`config.mk`:
```
export PLATFORM = sky130hd
export DESIGN_NAME = tlb_multisize
export DESIGN_NICKNAME = d
export VERILOG_FILES = /design/src/rtl/tlb_multisize.sv
export SDC_FILE = /design/constraint.sdc
export NUM_CORES = 2
export LEC_CHECK = 0
export BUFFER_PORTS_ARGS = -buffer_cell sky130_fd_sc_hd__buf_2
export CAP_MARGIN = 25
export CORE_MARGIN = 4
export CORE_UTILIZATION = 30
export CTS_CLUSTER_DIAMETER = 60
export CTS_CLUSTER_SIZE = 28
export DETAILED_ROUTE_END_ITERATION = 6
export PLACE_DENSITY = 0.53
export SYNTH_ARGS = -nofsm -noshare
export SYNTH_HDL_FRONTEND = slang
export SYNTH_SLANG_ARGS = --single-unit
```
`constraint.sdc`:
```
create_clock -name clk -period 10.9 [get_ports clk]
set_input_delay 0 -clock clk [delete_from_list [all_inputs] [get_ports clk]]
set_output_delay 0 -clock clk [all_outputs]
set_load 0.02 [all_outputs]
```
`src/rtl/tlb_multisize.sv`:
```
module tlb_multisize #(
  parameter int ENTRIES = 32,
  parameter int GROUPS  = 16
) (
  input  logic        clk,
  input  logic        rst_n,
  input  logic        flush,
  input  logic        lk_valid,
  input  logic [31:0] lk_vaddr,
  input  logic [3:0]  lk_asid,
  input  logic        lk_write,
  input  logic        wr_en,
  input  logic        wr_any,
  input  logic [4:0]  wr_index,
  input  logic [19:0] wr_vpn,
  input  logic [19:0] wr_ppn,
  input  logic [1:0]  wr_size,
  input  logic [3:0]  wr_asid,
  input  logic [3:0]  wr_group,
  input  logic        wr_global,
  input  logic        wr_lock,
  input  logic        perm_we,
  input  logic [3:0]  perm_idx,
  input  logic [1:0]  perm_val,
  output logic        rsp_valid,
  output logic        rsp_hit,
  output logic [31:0] rsp_paddr,
  output logic        rsp_fault
);
  localparam int IW = $clog2(ENTRIES);

  logic [ENTRIES-1:0] e_v, e_lk, e_g;
  logic [19:0]        e_vpn [ENTRIES];
  logic [19:0]        e_ppn [ENTRIES];
  logic [1:0]         e_sz  [ENTRIES];
  logic [3:0]         e_as  [ENTRIES];
  logic [3:0]         e_grp [ENTRIES];
  logic [1:0]         perm  [GROUPS];
  logic [IW-1:0]      rr_ptr;

  function automatic logic [31:0] page_mask(input logic [1:0] sz);
    case (sz)
      2'd0:    return 32'hFFFF_F000;
      2'd1:    return 32'hFFFF_C000;
      2'd2:    return 32'hFFF8_0000;
      default: return 32'hFF80_0000;
    endcase
  endfunction

  logic [ENTRIES-1:0] match;
  logic [IW-1:0]      sel;
  logic               any_hit;
  logic [31:0]        sel_mask, hit_paddr;
  logic [1:0]         sel_perm;
  logic               hit_fault;

  always_comb begin
    for (int i = 0; i < ENTRIES; i++)
      match[i] = e_v[i] && (e_g[i] || e_as[i] == lk_asid) &&
                 (((lk_vaddr ^ {e_vpn[i], 12'h000}) & page_mask(e_sz[i])) == 32'h0);
    sel = '0;
    for (int i = ENTRIES - 1; i >= 0; i--)
      if (match[i]) sel = IW'(i);
  end

  assign any_hit   = |match;
  assign sel_mask  = page_mask(e_sz[sel]);
  assign hit_paddr = ({e_ppn[sel], 12'h000} & sel_mask) | (lk_vaddr & ~sel_mask);
  assign sel_perm  = perm[e_grp[sel]];
  assign hit_fault = (sel_perm == 2'b00) || (sel_perm == 2'b01 && lk_write);

  logic [IW-1:0] rr_idx;
  logic          rr_found;
  always_comb begin
    rr_idx   = rr_ptr;
    rr_found = 1'b0;
    for (int k = 0; k < ENTRIES; k++) begin
      logic [IW-1:0] c;
      c = rr_ptr + IW'(k);
      if (!rr_found && !(e_v[c] && e_lk[c])) begin
        rr_idx   = c;
        rr_found = 1'b1;
      end
    end
  end

  logic [IW-1:0] tgt;
  logic          do_wr;
  assign tgt   = wr_any ? rr_idx : wr_index[IW-1:0];
  assign do_wr = wr_en && !flush && (!wr_any || rr_found);

  always_ff @(posedge clk) begin
    if (!rst_n) begin
      e_v    <= '0;
      e_lk   <= '0;
      rr_ptr <= '0;
    end else if (flush) begin
      e_v    <= '0;
      e_lk   <= '0;
      rr_ptr <= '0;
    end else if (do_wr) begin
      e_v[tgt]  <= 1'b1;
      e_lk[tgt] <= wr_lock;
      if (wr_any) rr_ptr <= rr_idx + 1'b1;
    end
  end

  always_ff @(posedge clk) begin
    if (do_wr) begin
      e_vpn[tgt] <= wr_vpn;
      e_ppn[tgt] <= wr_ppn;
      e_sz[tgt]  <= wr_size;
      e_as[tgt]  <= wr_asid;
      e_grp[tgt] <= wr_group;
      e_g[tgt]   <= wr_global;
    end
  end

  always_ff @(posedge clk) begin
    if (!rst_n) begin
      for (int g = 0; g < GROUPS; g++) perm[g] <= 2'b00;
    end else if (perm_we) begin
      perm[perm_idx] <= perm_val;
    end
  end

  always_ff @(posedge clk) begin
    if (!rst_n) begin
      rsp_valid <= 1'b0;
      rsp_hit   <= 1'b0;
      rsp_paddr <= '0;
      rsp_fault <= 1'b0;
    end else begin
      rsp_valid <= lk_valid;
      rsp_hit   <= lk_valid && any_hit;
      rsp_paddr <= (lk_valid && any_hit) ? hit_paddr : 32'h0;
      rsp_fault <= lk_valid && any_hit && hit_fault;
    end
  end
endmodule


```
==> summary.txt <==
Outcome
  • Run status: finished, final reports clean

Clock tree
  • TritonCTS Buffers: around 110
  • Clock H-tree levels: 3
  • Post-CTS setup buffers: 0
  • Clk root buf: clkbuf_16
  • Hold_buf cts: 98
  • Worst-path clk slew: 0.08 ns
  • TritonCTS clock tree: done
  • Clock Latency Late Sink: 0.81 ns
  • Post-CTS Resized: 0
  • Clock tree buffer depth: 3
  • CTS sink count: between 1,500 and 2,000

Logic synthesis
  • Synth Area in Compound Gates: 0.0673
  • Synth Area per Inst: about 15 um^2
  • Sequential share of the synthesized area: 0.644
  • Post-Synth XOR/XNOR Area: 0.0869
  • Largest family of logic cells by synthesized area: multiplexers
  • Simple-Gate Fraction of Synth Area: 0.0772
  • Seq cells post-synth: approximately 1,800
  • Warnings from Yosys: 0
  • Post-Synth Adder-Cell Area: 0.00201
  • Synth Flop Type: edfxtp_1
  • Mapped Cells: roughly 5,600
  • Synthesized net count: around 5,700
  • Post-synthesis cell area: roughly 0.081 mm^2
  • Mux cell area share after synthesis: 0.103
  • Number of enable flip-flop cells after synthesis: 1,664
  • Async S/R FF share, synth: 0
  • Synth cell types: between 100 and 150

Critical path
  • CP dominant cell by count: buf_4
  • CP Class: reg2reg
  • CP Data Arrival Time: approximately 9.3 ns
  • Crit path max-delay family: compound AO/OA/AOI/OAI gates
  • Worst Path Max Fanout: 67
  • Reg2Reg Depth: 20
  • Worst-path cell chain: buf_4 -> inv_2 -> ha_2 -> buf_4 -> o21ai_0 -> mux4_2 -> mux2_2 -> mux2_2 -> nand3b_2 -> nor4_4 -> and3_1 -> a2111oi_1 -> nand3b_1 -> a2111oi_0 -> or2_1 -> a21oi_1 -> a21o_4 -> or3_1 -> nor3_4 -> buf_4
  • R2R setup slack: 2.06 ns
  • Required @ worst endpoint: between 10 and 15 ns
  • Worst Setup Start Kind: flip-flop
  • CP endpoint kind: flip-flop
  • FF-to-FF End: e_vpn[31][10]
  • Largest incremental delay on the critical path: a little under 0.9 ns
  • CP max stage cell: a2111oi_0
  • RR Startpoint: rr_ptr[1]
  • Worst Path Buf+Inv: 4

Pwr
  • Power Dens Cells: between 100 and 150 mW/mm^2
  • Static Leakage: ~30 nW
  • Peak VDD IR: between 0.1 and 0.15 mV
  • Pwr Total: between 10 and 15 mW

Final layout
  • Final nets: 5,892
  • Share of cells above drive strength 1: 0.162
  • Sequential Area: roughly 0.052 mm^2
  • Area of the multi-input gates: 0.0274 mm^2
  • Layout area overhead: 13.1%
  • Fill cells: between 20,000 and 30,000

Timing
  • Endpoints failing hold: 0
  • Relative slew slack: 0.247
  • Final Skew: slightly above 0.05 ns
  • Fin crit share: 0.811
  • RSZ-0062 raised after global routing: no
  • Least-Margin Pin Slew: 1.12 ns
  • Final setup fails: 0
  • Fmax: 113 MHz
  • Setup TNS: 0 ns
  • Tmin final: 8.84 ns
  • Final max-slew violation count: 0

Drt
  • DRT antenna net count: 0
  • Drt wl/cell: 27.7 um
  • Via count: a little under 50,000
  • DRC viols: 0
  • Post-DR vias/cell: roughly 5.3
  • 1st-iter DRT viols: ~5,200
  • Drt pass-1 iters: 6
  • Routed wire length: ~260,000 um

Global routing
  • Initial antenna violation count: 13
  • First-pass GRT wire length: 368,000 um
  • Largest net degree at the start of global routing: between 100 and 150
  • Vias in the first global route: between 40,000 and 50,000
  • Global route total overflow: 0
  • Overall Global Routing Usage: 0.182

Min path
  • Hold_sp: wr_vpn[2]
  • Hold EP: e_vpn[27][2]
  • Worst hold path type: in2reg
  • Worst Hold Depth: 2

Run
  • Max Cap Viol: 0

Place
  • Port bufs: roughly 140
  • RD Place Congestion: between 0.9 and 1
  • Placed wire-length estimate: around 170,000 um

Floorplanning
  • Die Wd: approximately 530 um
  • Top Ports: 142
  • Die Area: about 0.28 mm^2
  • Chip height: 527 um
  • Initial Util: 0.302
  • Core ar.: between 0.2 and 0.3 mm^2
  • Num rows: between 150 and 200
## through the flow
| step | instances | area, um^2 | hold WS (ns) | worst slack, ns | utilization |
|---|---|---|---|---|---|
| 2_1_floorplan | 5563 | 80900 | 0.0989 | 1.82 | - |
| 3_3_place_gp | 9095 | 86000 | 0.199 | 2.49 | 0.321 |
| 3_5_place_dp | 9103 | 86100 | 0.205 | 2.28 | 0.321 |
| 4_1_cts | 9417 | 91300 | 0.129 | 2.24 | 0.340 |
| 5_1_grt | 9425 | 91400 | 0.0643 | 1.95 | 0.341 |
| 6_report | 9433 | 91400 | 0.119 | 2.06 | 0.341 |
## worst max path at each step
stage,from,end,slack (ns),cells after the start
final,rr_ptr[1],e_vpn[31][10],2.06,20
after global routing,rr_ptr[1],e_vpn[31][10],1.95,20
after CTS,rr_ptr[1],e_vpn[31][10],2.24,20
after detailed placement,rr_ptr[1],e_vpn[31][2],2.28,20
after global placement,rr_ptr[1],e_vpn[31][2],2.49,20
after floorplan,rr_ptr[0],e_as[20][0],1.82,26
## logic make-up (layout without fill, tap and decap cells)
kind of cell / Yosys count / count (layout)
flops: 1768 / 1768
buf+inv: 348 / 657
other cells: 0 / 9
fa+ha+maj: 13 / 13
simple gates: 1181 / 1181
compound gates: 818 / 818
mux: 635 / 635
xor+xnor: 800 / 800
## final cells by class
class	count	share of cell area
Clock inverter	95	0.0138
Antenna cell	9	0.000246
Clock buffer	121	0.0317
Multi-Input combinational cell	3447	0.299
Sequential cell	1768	0.569
Inverter	38	0.00156
Tap cell	3552	0.0486
Timing Repair Buffer	403	0.0356
## synthesized netlist by cell type, drive strengths merged (6+ instances only)
| master | number | share of area |
|---|---|---|
| mux4 | 133 | 0.037 |
| nand2b | 18 | 0.0014 |
| a211o | 7 | 0.00076 |
| a41oi | 38 | 0.0041 |
| dfxtp | 104 | 0.026 |
| o22ai | 19 | 0.0015 |
| nor4b | 13 | 0.0014 |
| mux2i | 307 | 0.038 |
| inv | 38 | 0.0018 |
| or3 | 21 | 0.0017 |
| nand4 | 121 | 0.0094 |
| a31oi | 13 | 0.0010 |
| clkbuf | 106 | 0.0049 |
| nand3b | 9 | 0.0012 |
| buf | 204 | 0.014 |
| ha | 13 | 0.0020 |
| and2 | 63 | 0.0049 |
| o211ai | 86 | 0.0080 |
| mux2 | 195 | 0.027 |
| nor3b | 6 | 0.00076 |
| nor2b | 21 | 0.0017 |
| a211oi | 74 | 0.0070 |
| a21oi | 184 | 0.011 |
| or4 | 17 | 0.0016 |
| o31ai | 7 | 0.00065 |
| a2111oi | 7 | 0.00085 |
| nor3 | 79 | 0.0053 |
| o221ai | 6 | 0.00087 |
| a21boi | 15 | 0.0014 |
| a22oi | 28 | 0.0026 |
| nand2 | 321 | 0.015 |
| o2111ai | 17 | 0.0018 |
| and3 | 18 | 0.0015 |
| nor2 | 240 | 0.013 |
| or2 | 15 | 0.0012 |
| xor2 | 197 | 0.021 |
| a21o | 22 | 0.0021 |
| o21ai | 185 | 0.012 |
| a22o | 6 | 0.00065 |
| a221oi | 10 | 0.0011 |
| o21a | 48 | 0.0045 |
| xnor2 | 603 | 0.065 |
| edfxtp | 1664 | 0.62 |
| nand3 | 112 | 0.0077 |
| nor4 | 97 | 0.0085 |
## where the power goes
group          switching [mW]  internal [mW]  leakage (nW)  total, mW
logic                   0.441          0.182          11.9      0.623
clock network            2.66           2.23          1.99       4.90
registers              0.0114           7.45          15.8       7.46
## registers in the layout (all words and copies together) (netlist names)
signal	cells
e_g	32
rsp_fault	1
rr_ptr	5
e_lk	32
rsp_hit	1
e_ppn	640
e_vpn	640
e_sz	64
e_as	128
perm	32
rsp_valid	1
e_v	32
e_grp	128
rsp_paddr	32
## worst register-to-register path, cell delays in order, from the launching register on
cell and delay, ns:
dfxtp_2 0.32, buf_4 0.35, inv_2 0.37, ha_2 0.46, buf_4 0.62, o21ai_0 0.52
mux4_2 0.63, mux2_2 0.32, mux2_2 0.32, nand3b_2 0.35, nor4_4 0.16, and3_1 0.27
a2111oi_1 0.52, nand3b_1 0.22, a2111oi_0 0.87, or2_1 0.22, a21oi_1 0.09, a21o_4 0.31
or3_1 0.58, nor3_4 0.44, buf_4 0.49
## placed cells by master (no fill, tap or decap), drive strengths merged, types with 13 or more instances in the layout
cell	instances
a31oi	13
nand4	121
clkbuf	121
dfxtp	104
o21a	48
nand2	321
a21boi	15
dlygate4sd3	98
clkinv	43
nor3	79
and3	18
mux2	195
a21oi	184
mux2i	307
or4	17
edfxtp	1664
a211oi	74
inv	80
and2	63
a41oi	38
nor4	97
nor4b	13
o21ai	185
o2111ai	17
nand3	112
or2	15
ha	13
nor2b	21
a21o	22
buf	305
or3	21
nand2b	18
o22ai	19
o211ai	86
mux4	133
nor2	240
xor2	197
a22oi	28
xnor2	603
## metal layers
metal,GRT usage,part of all wire,up-vias
li1,-,-,21700
met1,0.249,0.44,25900
met2,0.300,0.47,1701
met3,0.0307,0.062,339
met4,0.0452,0.028,6
met5,0,0.00011,-
(Power assumes the default switching activity.)
